### src/rtl/wt_pkg.sv
package wt_pkg;

   typedef enum logic [1:0] {
      ACT_NONE = 2'd0,
      ACT_SET  = 2'd1,
      ACT_CLR  = 2'd2,
      ACT_TGL  = 2'd3
   } act_e;

   // mode word layout (bus side)
   localparam int ACT_W      = 2;
   localparam int FLD_DUTY   = 0;
   localparam int FLD_PER    = 2;
   localparam int FLD_TRIG   = 4;
   localparam int OUT_STRIDE = 6;
   localparam int N_OUT      = 2;
   localparam int ACT_BITS   = N_OUT * OUT_STRIDE;
   localparam int SEL_LSB    = 16;

   // command word bits
   localparam int CMD_START = 0;
   localparam int CMD_STOP  = 1;
   localparam int CMD_TRIG  = 2;

   // register addresses
   localparam int ADR_CMD    = 0;
   localparam int ADR_MODE   = 1;
   localparam int ADR_DUTY_A = 2;
   localparam int ADR_DUTY_B = 3;
   localparam int ADR_PERIOD = 4;
   localparam int ADR_COUNT  = 5;

   function automatic logic act_apply(act_e a, logic cur);
      logic r;
      unique case (a)
         ACT_SET: r = 1'b1;
         ACT_CLR: r = 1'b0;
         ACT_TGL: r = ~cur;
         default: r = cur;
      endcase
      return r;
   endfunction

endpackage

### src/rtl/wt_regs.sv
module wt_regs
   import wt_pkg::*;
#(
   parameter int CNT_W  = 16,
   parameter int BUS_W  = 32,
   parameter int ADDR_W = 3,
   parameter int SEL_W  = 3
) (
   input  logic                      clk,
   input  logic                      rst_n,
   input  logic                      wr_en,
   input  logic [ADDR_W-1:0]         addr,
   input  logic [BUS_W-1:0]          wdata,
   input  logic [CNT_W-1:0]          cnt,
   input  logic                      run,
   output logic [BUS_W-1:0]          rdata,
   output logic [ACT_BITS-1:0]       act_q,
   output logic [SEL_W-1:0]          sel_q,
   output logic [N_OUT-1:0][CNT_W-1:0] duty_q,
   output logic [CNT_W-1:0]          period_q,
   output logic                      cmd_start,
   output logic                      cmd_stop,
   output logic                      cmd_trig
);

   localparam logic [ADDR_W-1:0] A_CMD    = ADDR_W'(ADR_CMD);
   localparam logic [ADDR_W-1:0] A_MODE   = ADDR_W'(ADR_MODE);
   localparam logic [ADDR_W-1:0] A_PERIOD = ADDR_W'(ADR_PERIOD);
   localparam logic [ADDR_W-1:0] A_COUNT  = ADDR_W'(ADR_COUNT);

   logic wr_cmd, wr_mode, wr_per;

   assign wr_cmd  = wr_en && (addr == A_CMD);
   assign wr_mode = wr_en && (addr == A_MODE);
   assign wr_per  = wr_en && (addr == A_PERIOD);

   assign cmd_start = wr_cmd & wdata[CMD_START];
   assign cmd_stop  = wr_cmd & wdata[CMD_STOP];
   assign cmd_trig  = wr_cmd & wdata[CMD_TRIG];

   always_ff @(posedge clk or negedge rst_n) begin
      if (!rst_n) begin
         act_q    <= '0;
         sel_q    <= '0;
         period_q <= '0;
      end else begin
         if (wr_mode) begin
            act_q <= wdata[ACT_BITS-1:0];
            sel_q <= wdata[SEL_LSB +: SEL_W];
         end
         if (wr_per) period_q <= wdata[CNT_W-1:0];
      end
   end

   for (genvar o = 0; o < N_OUT; o++) begin : g_duty
      localparam logic [ADDR_W-1:0] A_DUTY = ADDR_W'(ADR_DUTY_A + o);
      always_ff @(posedge clk or negedge rst_n) begin
         if (!rst_n)
            duty_q[o] <= '0;
         else if (wr_en && (addr == A_DUTY))
            duty_q[o] <= wdata[CNT_W-1:0];
      end
   end

   always_comb begin
      rdata = '0;
      unique case (addr)
         A_CMD:    rdata[0] = run;
         A_MODE: begin
            rdata[ACT_BITS-1:0]    = act_q;
            rdata[SEL_LSB +: SEL_W] = sel_q;
         end
         ADDR_W'(ADR_DUTY_A): rdata[CNT_W-1:0] = duty_q[0];
         ADDR_W'(ADR_DUTY_B): rdata[CNT_W-1:0] = duty_q[1];
         A_PERIOD: rdata[CNT_W-1:0] = period_q;
         A_COUNT:  rdata[CNT_W-1:0] = cnt;
         default:  rdata = '0;
      endcase
   end


   mode_keep_chk: assert property (@(posedge clk) disable iff (!rst_n)
      !wr_mode |=> $stable(act_q) && $stable(sel_q));

endmodule

### src/rtl/wt_tick_sel.sv
module wt_tick_sel #(
   parameter int N_SRC = 5,
   parameter int SEL_W = 3
) (
   input  logic             clk,
   input  logic             rst_n,
   input  logic [N_SRC-1:0] srcs,
   input  logic [SEL_W-1:0] sel,
   output logic             tick
);

   if ((2 ** SEL_W) == N_SRC) begin : g_full
      // every code maps to a source: plain index
      assign tick = srcs[sel];
   end else begin : g_sparse
      logic [N_SRC-1:0] hit;
      for (genvar k = 0; k < N_SRC; k++) begin : g_src
         assign hit[k] = srcs[k] && (sel == SEL_W'(k));
      end
      assign tick = |hit;
   end


   no_src_tick_chk: assert property (@(posedge clk) disable iff (!rst_n)
      (32'(sel) >= N_SRC) |-> !tick);


   tick_needs_src_chk: assert property (@(posedge clk) disable iff (!rst_n)
      tick |-> (srcs != '0));

endmodule

### src/rtl/wt_counter.sv
module wt_counter #(
   parameter int CNT_W = 16
) (
   input  logic             clk,
   input  logic             rst_n,
   input  logic             tick,
   input  logic             start,
   input  logic             stop,
   input  logic             trig,
   input  logic [CNT_W-1:0] period,
   output logic [CNT_W-1:0] cnt,
   output logic             run,
   output logic             step
);

   localparam logic [CNT_W-1:0] ONE = CNT_W'(1);

   assign step = run & tick & ~trig;

   always_ff @(posedge clk or negedge rst_n) begin
      if (!rst_n) begin
         cnt <= '0;
         run <= 1'b0;
      end else begin
         if (stop)
            run <= 1'b0;
         else if (start)
            run <= 1'b1;

         if (trig)
            cnt <= '0;
         else if (step)
            cnt <= (cnt == period) ? '0 : cnt + ONE;
      end
   end


   stop_wins_chk: assert property (@(posedge clk) disable iff (!rst_n)
      stop |=> !run);


   start_runs_chk: assert property (@(posedge clk) disable iff (!rst_n)
      (start && !stop) |=> run);


   trig_restart_chk: assert property (@(posedge clk) disable iff (!rst_n)
      trig |=> (cnt == '0));


   hold_chk: assert property (@(posedge clk) disable iff (!rst_n)
      ((!run || !tick) && !trig) |=> $stable(cnt));


   wrap_chk: assert property (@(posedge clk) disable iff (!rst_n)
      (run && tick && !trig && cnt == period) |=> (cnt == '0));

endmodule

### src/rtl/wt_out_ctl.sv
module wt_out_ctl
   import wt_pkg::*;
#(
   parameter int CNT_W = 16
) (
   input  logic             clk,
   input  logic             rst_n,
   input  logic             trig,
   input  logic             step,
   input  logic [CNT_W-1:0] cnt,
   input  logic [CNT_W-1:0] duty,
   input  logic [CNT_W-1:0] period,
   input  act_e             act_duty,
   input  act_e             act_per,
   input  act_e             act_trig,
   output logic             level
);

   logic hit_duty, hit_per, lvl_nx;

   assign hit_duty = step && (cnt == duty);
   assign hit_per  = step && (cnt == period);

   // trigger first, then period, then duty
   always_comb begin
      if (trig)
         lvl_nx = act_apply(act_trig, level);
      else if (hit_per)
         lvl_nx = act_apply(act_per, level);
      else if (hit_duty)
         lvl_nx = act_apply(act_duty, level);
      else
         lvl_nx = level;
   end

   always_ff @(posedge clk or negedge rst_n) begin
      if (!rst_n) level <= 1'b0;
      else        level <= lvl_nx;
   end


   trig_set_chk: assert property (@(posedge clk) disable iff (!rst_n)
      (trig && act_trig == ACT_SET) |=> level);


   trig_clr_chk: assert property (@(posedge clk) disable iff (!rst_n)
      (trig && act_trig == ACT_CLR) |=> !level);


   per_first_chk: assert property (@(posedge clk) disable iff (!rst_n)
      (!trig && hit_per && act_per == ACT_NONE) |=> $stable(level));


   idle_hold_chk: assert property (@(posedge clk) disable iff (!rst_n)
      (!trig && !step) |=> $stable(level));

endmodule

### src/rtl/wt_dual_timer.sv
module wt_dual_timer
   import wt_pkg::*;
#(
   parameter int CNT_W  = 16,
   parameter int BUS_W  = 32,
   parameter int ADDR_W = 3,
   parameter int N_DIV  = 4
) (
   input  logic              clk,
   input  logic              rst_n,
   input  logic              wr_en,
   input  logic [ADDR_W-1:0] addr,
   input  logic [BUS_W-1:0]  wdata,
   output logic [BUS_W-1:0]  rdata,
   input  logic [N_DIV-1:0]  tick_div,
   input  logic              tick_slow,
   output logic              out_a,
   output logic              out_b,
   output logic [CNT_W-1:0]  count
);

   localparam int N_SRC = N_DIV + 1;
   localparam int SEL_W = $clog2(N_SRC);

   if (CNT_W < 2 || CNT_W > BUS_W) begin : g_bad_cnt
      $error("CNT_W must lie between 2 and BUS_W");
   end
   if (ADDR_W < 3) begin : g_bad_addr
      $error("ADDR_W must be at least 3");
   end
   if (N_DIV < 1 || SEL_W > 3 || BUS_W < SEL_LSB + SEL_W) begin : g_bad_sel
      $error("selector field does not fit the mode word");
   end

   logic [ACT_BITS-1:0]         act_q;
   logic [SEL_W-1:0]            sel_q;
   logic [N_OUT-1:0][CNT_W-1:0] duty_q;
   logic [CNT_W-1:0]            period_q, cnt;
   logic                        cmd_start, cmd_stop, cmd_trig;
   logic                        run, step, tick;
   logic [N_OUT-1:0]            lvl;

   wt_regs #(
      .CNT_W(CNT_W), .BUS_W(BUS_W), .ADDR_W(ADDR_W), .SEL_W(SEL_W)
   ) u_regs (
      .clk(clk), .rst_n(rst_n), .wr_en(wr_en), .addr(addr), .wdata(wdata),
      .cnt(cnt), .run(run), .rdata(rdata), .act_q(act_q), .sel_q(sel_q),
      .duty_q(duty_q), .period_q(period_q), .cmd_start(cmd_start),
      .cmd_stop(cmd_stop), .cmd_trig(cmd_trig)
   );

   wt_tick_sel #(.N_SRC(N_SRC), .SEL_W(SEL_W)) u_sel (
      .clk(clk), .rst_n(rst_n), .srcs({tick_slow, tick_div}),
      .sel(sel_q), .tick(tick)
   );

   wt_counter #(.CNT_W(CNT_W)) u_cnt (
      .clk(clk), .rst_n(rst_n), .tick(tick), .start(cmd_start),
      .stop(cmd_stop), .trig(cmd_trig), .period(period_q),
      .cnt(cnt), .run(run), .step(step)
   );

   for (genvar o = 0; o < N_OUT; o++) begin : g_out
      localparam int B = o * OUT_STRIDE;
      wt_out_ctl #(.CNT_W(CNT_W)) u_out (
         .clk(clk), .rst_n(rst_n), .trig(cmd_trig), .step(step),
         .cnt(cnt), .duty(duty_q[o]), .period(period_q),
         .act_duty(act_e'(act_q[B + FLD_DUTY +: ACT_W])),
         .act_per (act_e'(act_q[B + FLD_PER  +: ACT_W])),
         .act_trig(act_e'(act_q[B + FLD_TRIG +: ACT_W])),
         .level(lvl[o])
      );
   end

   assign out_a = lvl[0];
   assign out_b = lvl[1];
   assign count = cnt;


   rst_quiet_chk: assert property (@(posedge clk)
      $rose(rst_n) |-> (cnt == '0) && !run && (lvl == '0));

endmodule

### config.mk
export PLATFORM = sky130hd
export DESIGN_NAME = wt_dual_timer
export DESIGN_NICKNAME = d
export VERILOG_FILES = /design/src/rtl/wt_pkg.sv /design/src/rtl/wt_regs.sv /design/src/rtl/wt_tick_sel.sv /design/src/rtl/wt_counter.sv /design/src/rtl/wt_out_ctl.sv /design/src/rtl/wt_dual_timer.sv
export SDC_FILE = /design/constraint.sdc
export NUM_CORES = 1
export LEC_CHECK = 0
export BUFFER_PORTS_ARGS = -buffer_cell sky130_fd_sc_hd__buf_2
export CAP_MARGIN = 25
export CORE_MARGIN = 3
export CORE_UTILIZATION = 28
export DETAILED_ROUTE_END_ITERATION = 8
export SLEW_MARGIN = 20
export SYNTH_ARGS = -nofsm -noshare
export SYNTH_HDL_FRONTEND = slang
export SYNTH_SLANG_ARGS = --single-unit
### constraint.sdc
create_clock -name clk -period 1.8 [get_ports clk]
set_input_delay 0.27 -clock clk [delete_from_list [all_inputs] [get_ports clk]]
set_output_delay 0.27 -clock clk [all_outputs]
set_load 0.1 [all_outputs]
# Word-level counts from Yosys, hierarchy flattened
# Index checks and enable logic that the tools add are counted.
op_classes:
  addsub: 1
  n_eq_ne: 34
  n_mux: 21
  bitwise_logic: 8
  n_reduce_logical: 24
op_table:
  columns: ["operator", "n"]
  rows:
  - ["11-bit case mux with 5 select lines", 1]
  - ["16-bit equality test", 3]
  - ["16-bit 2-to-1 mux", 3]
  - ["2-bit equality test (second input constant)", 12]
  - ["1-bit case mux with 3 select lines", 6]
  - ["16-bit by 1-bit adder with 16-bit output (second input constant)", 1]
  - ["4-bit case mux with 4 select lines", 1]
  - ["1-bit logical AND", 13]
  - ["2-bit by 1-bit equality test with 1-bit output (second input constant)", 6]
  - ["3-bit by 2-bit equality test with 1-bit output (second input constant)", 4]
  - ["5-bit nonzero test", 2]
  - ["3-bit equality test (second input constant)", 3]
  - ["1-bit 2-to-1 mux", 8]
  - ["4-bit by 1-bit != test with 1-bit output (second input constant)", 2]
  - ["4-bit AND reduction", 2]
  - ["3-bit by 1-bit equality test with 1-bit output (second input constant)", 2]
  - ["3-bit logical NOT", 2]
  - ["1-bit case mux with 6 select lines", 1]
  - ["3-bit nonzero test", 2]
  - ["1-bit bitwise AND", 5]
  - ["5-bit by 2-bit != test with 1-bit output (second input constant)", 1]
  - ["5-bit != test (second input constant)", 1]
  - ["5-bit OR reduction", 1]
  - ["2-bit nonzero test", 2]
  - ["other kinds (2)", 4]
totals:
  reg_bits: 82
  in_bits: 43
  out_inout_bits: 50
  elab_cells: 97

# Depth between registers and ports, before layout
depth:
  word_depth: 9
  mapped_depth: 10

# Modules after synthesis
# A second synthesis with hierarchy kept.
unflattened:
  cells_unflattened: 479
  hier_area_um2: 5497.8
by_module_without_submodules:
  columns: ["mod", "n_inst", "cells_per_inst", "area_per_inst_um2"]
  rows:
  - ["wt_regs", 1, 236, 3268.1]
  - ["wt_counter", 1, 121, 1187.4]
  - ["wt_out_ctl", 2, 58, 494.2]
  - ["wt_tick_sel", 1, 6, 53.8]

# Worst setup path after synthesis
# No wires, ideal clock.
synth_path:
  path_type: "input to output"
  from: "input addr[0]"
  to: "output rdata[4]"
  t_arrival_ns: 3.880
  slack_ns: -2.350
  stages: 4
  path_buffers: 2
  path_cell_list: "buf_2 -> inv_1 -> clkbuf_1 -> o41ai_1"
synth_via:
  elab_chain_len: 2
  elab_cells_between_ends: 6
synth_lines:
  columns: ["element", "line_no", "text"]
  rows:
  - ["start, declared", "wt_dual_timer.sv:12", "input logic [ADDR_W-1:0] addr,"]
  - ["3-bit equality test, or another cell as far along", "wt_regs.sv:67", "unique case (addr)"]
  - ["11-bit case mux with 5 select lines (*)", "wt_regs.sv:67", null]
  - ["end, declared", "wt_dual_timer.sv:14", "output logic [BUS_W-1:0] rdata,"]
# Every way passes the cells marked *; elsewhere a longest branch is shown, timed or not.

# Worst setup path after layout
layout_path:
  from: "register u_cnt.cnt[5]"
  to: "register g_out[1].u_out.level"
layout_via:
  elab_chain_len: 4
  elab_cells_between_ends: 10
layout_lines:
  columns: ["element", "line_no", "text"]
  rows:
  - ["start, declared", "wt_counter.sv:11", "output logic [CNT_W-1:0] cnt,"]
  - ["start signal, assigned", "wt_counter.sv:33", "cnt <= (cnt == period) ? '0 : cnt + ONE;"]
  - ["16-bit equality test (on tied branches)", "wt_out_ctl.sv:22, wt_out_ctl.sv:21", null]
  - ["1-bit logical AND (on tied branches)", "wt_out_ctl.sv:22, wt_out_ctl.sv:21", null]
  - ["5-bit by 2-bit != test with 1-bit output (no line), or another cell as far along", null, null]
  - ["4-bit AND reduction (no line) or 1-bit 2-to-1 mux (tied branches)", null, null]
  - ["end signal, assigned", "wt_out_ctl.sv:38", "else level <= lvl_nx;"]
  - ["end, declared", "wt_out_ctl.sv:16", "output logic level"]
# Parallel ways exist; a longest one is shown, timed or not.
# A chain may end at the register's enable or synchronous reset.

==> impl_metrics.env <==
export IMPL_wl_um=17700
export IMPL_grt_pass1_vias=4734
export IMPL_dpl_instance_area_mm2=0.00715
export IMPL_synthCells=477
export IMPL_path_cells="xor2_2 > nor4_2 > buf_4 > nand4_1 > o41a_1 > buf_4 > o22ai_2 > a32o_1"
export IMPL_worst_setup_path_type="flip-flop to flip-flop"
export IMPL_numPortBuffers=66
export IMPL_dr_first_iter_drc_count=261
export IMPL_cp_arrival_ns=2.44
export IMPL_clkSinkCount=82
export IMPL_setup_viol=31
export IMPL_finalNonFillerCells=898
export IMPL_clock_skew_ns=0.00943
export IMPL_period_minus_slack_ns=2.16
export IMPL_switching_share_pct=38.4
export IMPL_leakage_nw=3.68
export IMPL_antenna_found_initial=0
export IMPL_fin_ws_ns=-0.358
export IMPL_avgRoutedWirePerCell_um=19.7
export IMPL_h_tree_depth=3
export IMPL_drc_errors=0
export IMPL_crit_slowest_cell="dfrtp_4"
export IMPL_dpl_hpwl_um=12500
export IMPL_pre_cts_slack_ns=-0.430
export IMPL_via_per_inst=4.99
export IMPL_violations="setup timing"
export IMPL_cts_buffers=9
export IMPL_cell_internal_pwr_mw=5.32
export IMPL_syn_to_final_growth_pct=67.4
export IMPL_clk_pin_slew_ns=0.06
export IMPL_synth_edf_count=0
export IMPL_start_util_pct=28.9
export IMPL_grt_overflow=0
export IMPL_power_density_mw_per_mm2=1020
export IMPL_async_reset_ff_share_pct=100
export IMPL_dp_cells=847
export IMPL_num_antenna_cells=0
export IMPL_io_pins=93
export IMPL_cts_tree="done"
export IMPL_final_cell_mix="108 x buf_4, 65 x dfrtp_1, 61 x mux2_2"
export IMPL_cpPeakStageDelay_ns=0.53
export IMPL_cp_max_fo=4
export IMPL_hold_ws_ns=0.167
export IMPL_place_gp_congestion=0.894
export IMPL_insertion_delay_ns=0.34
export IMPL_synth_area_per_cell_um2=10.6
export IMPL_pwr_share_seq_pct=30.8
export IMPL_ys_seq_area_share_pct=40.7
export IMPL_hold_violations=0
export IMPL_final_layout_size_suffix_gt1_share_pct=61.2
export IMPL_grt_max_degree=32
export IMPL_power_share_clock_pct=24.5
export IMPL_rows=48
export IMPL_vias=4479
export IMPL_cts_path_max_buffers=2
export IMPL_cts_root_buf="clkbuf_16"
export IMPL_drt_pre_antenna_iters=4
export IMPL_crit_path_start_kind="flip-flop"
export IMPL_synth_area_leaders="dfrtp_1 41%, mux2_2 14%, xor2_1 5.9%"
export IMPL_synth_warnings=0
export IMPL_p_total_mw=8.64
export IMPL_synth_top_area_share_pct=40.7
export IMPL_max_freq_mhz=463
export IMPL_pwr_share_comb_pct=44.7
export IMPL_grt_pass1_wl_um=27300
export IMPL_ys_seq_elements=82
export IMPL_final_common_cell="buf_4"
export IMPL_die_h_um=140
export IMPL_final_area_mm2=0.00844
export IMPL_die_area_mm2=0.0197
export IMPL_crit_path_end_kind="flip-flop"
export IMPL_core_area_mm2=0.0175
export IMPL_rsz0062_at_grt="true"
export IMPL_final_period_utilization_pct=120
export IMPL_grt_usage_pct=17.8
export IMPL_power_switching_mw=3.32
export IMPL_yosysTopAreaCell="dfrtp_1"
export IMPL_ant_nets=0
export IMPL_crit_required_ns=2.08
export IMPL_yosys_cell_types_count=50
export IMPL_slew_violations=0
export IMPL_netlist_area_mm2=0.00504
export IMPL_die_width_um=140
export IMPL_hold_class="input pin to flip-flop"
export IMPL_peakVddDrop_mv=0.530
export IMPL_drv_cap=0
export IMPL_nets=719
export IMPL_critPathMostFrequentCell="buf_4"
export IMPL_synth_main_ff_cell="dfrtp_1"
export IMPL_outcome="complete, but fails checks"
worst max-delay path, delay by kind of cell (launching register included):
family,cells,cell delay [ns]
xor gates and xnor gates,1,0.20
AOI/OAI and AO/OA,3,0.71
and+or+nand+nor,2,0.35
buffers and inverters,2,0.31
DFF,1,0.53
cells in the mapped netlist, types with 3 or more instances:
master,count
a21oi_1,4
a221oi_1,22
and2_1,8
and3_1,4
buf_2,17
buf_4,16
buf_6,6
clkbuf_1,12
dfrtp_1,82
ha_1,8
inv_1,10
mux2_2,61
mux2i_1,12
nand2_1,32
nand2b_1,7
nand3_1,8
nand4_1,6
nor2_1,16
nor2b_1,6
nor3_1,4
nor4_1,7
nor4_2,3
o21ai_0,28
o22ai_1,5
o31ai_1,14
o41ai_1,3
xnor2_1,16
xor2_1,34
logic make-up after synthesis:
| kind of cell | after synthesis | share of synthesized area [%] |
|---|---|---|
| xor+xnor | 51 | 9.01 |
| flops | 82 | 40.7 |
| mux | 73 | 16.0 |
| fa+ha+maj | 8 | 1.98 |
| other cells | 1 | 0.0744 |
| simple gates | 108 | 11.8 |
| compound gates | 92 | 13.3 |
| buf+inv | 62 | 7.12 |
power by group through the flow:
stage	combinational (mW)	sequential [mW]	clock, mW
finish	3.87	2.66	2.12
global route	4.07	2.70	2.21
CTS	3.78	2.63	2.13
detailed placement	3.30	2.65	0
global placement	3.26	2.63	0
floorplan	1.81	2.93	0
registers in the layout (all words and copies together), names as in the netlist:
| name | flops |
|---|---|
| u_regs.duty_q | 32 |
| u_cnt.run | 1 |
| g_out.u_out.level | 2 |
| u_cnt.cnt | 16 |
| u_regs.act_q | 12 |
| u_regs.sel_q | 3 |
| u_regs.period_q | 16 |
final cells by class:
class	count	area (um^2)
Inverter	10	37.5
Clock inverter	6	105
Multi-Input combinational cell	345	3510
Tap cell	225	282
Fill cell	1495	9040
Sequential cell	82	2110
Timing Repair Buffer	220	2160
Clock buffer	10	229
path summary, 6_finish.rpt:
path	start	endpoint	cells past startpoint	slack [ns]
setup / recovery	u_cnt.cnt[5]$_DFFE_PN0P_	g_out[1].u_out.level$_DFFE_PN0P_	8	-0.36
hold / removal	wdata[18]	u_regs.sel_q[2]$_DFFE_PN0P_	2	0.17
setup reg to reg	u_cnt.cnt[5]$_DFFE_PN0P_	g_out[1].u_out.level$_DFFE_PN0P_	8	-0.36
hold reg to reg	g_out[0].u_out.level$_DFFE_PN0P_	g_out[0].u_out.level$_DFFE_PN0P_	1	0.56
max in group asynchronous	rst_n	u_cnt.cnt[10]$_DFFE_PN0P_	3	0.84
min in group asynchronous	rst_n	u_cnt.cnt[1]$_DFFE_PN0P_	2	0.38
layer usage:
| layer | global-route usage, % | vias to the layer above | routed length, um | part of all wire (%) |
|---|---|---|---|---|
| met1 | 22.7 | 2265 | 7530 | 43 |
| met4 | 6.12 | 0 | 469 | 2.6 |
| li1 | - | 2086 | - | - |
| met5 | 0 | - | 0 | 0 |
| met2 | 30.9 | 106 | 9010 | 51 |
| met3 | 2.53 | 22 | 687 | 3.9 |
metrics by stage:
stage,TNS (ns),util [%]
floorplan,-9.43,-
global placement,-7.67,40.9
CTS,-6.27,46.8
finish,-5.81,48.3
detailed placement,-8.29,40.9
global route,-8.02,48.3
timing repair:
action                     CTS  global route
buffers inserted            24             6
setup endpoints to repair   33            35
hold buffers                 1             0
cloned                       2             3
pin swaps                   47            27
hold endpoints to repair    19             0
gates resized for setup     80            25
Note: power is estimated with default switching activity, not from simulation.
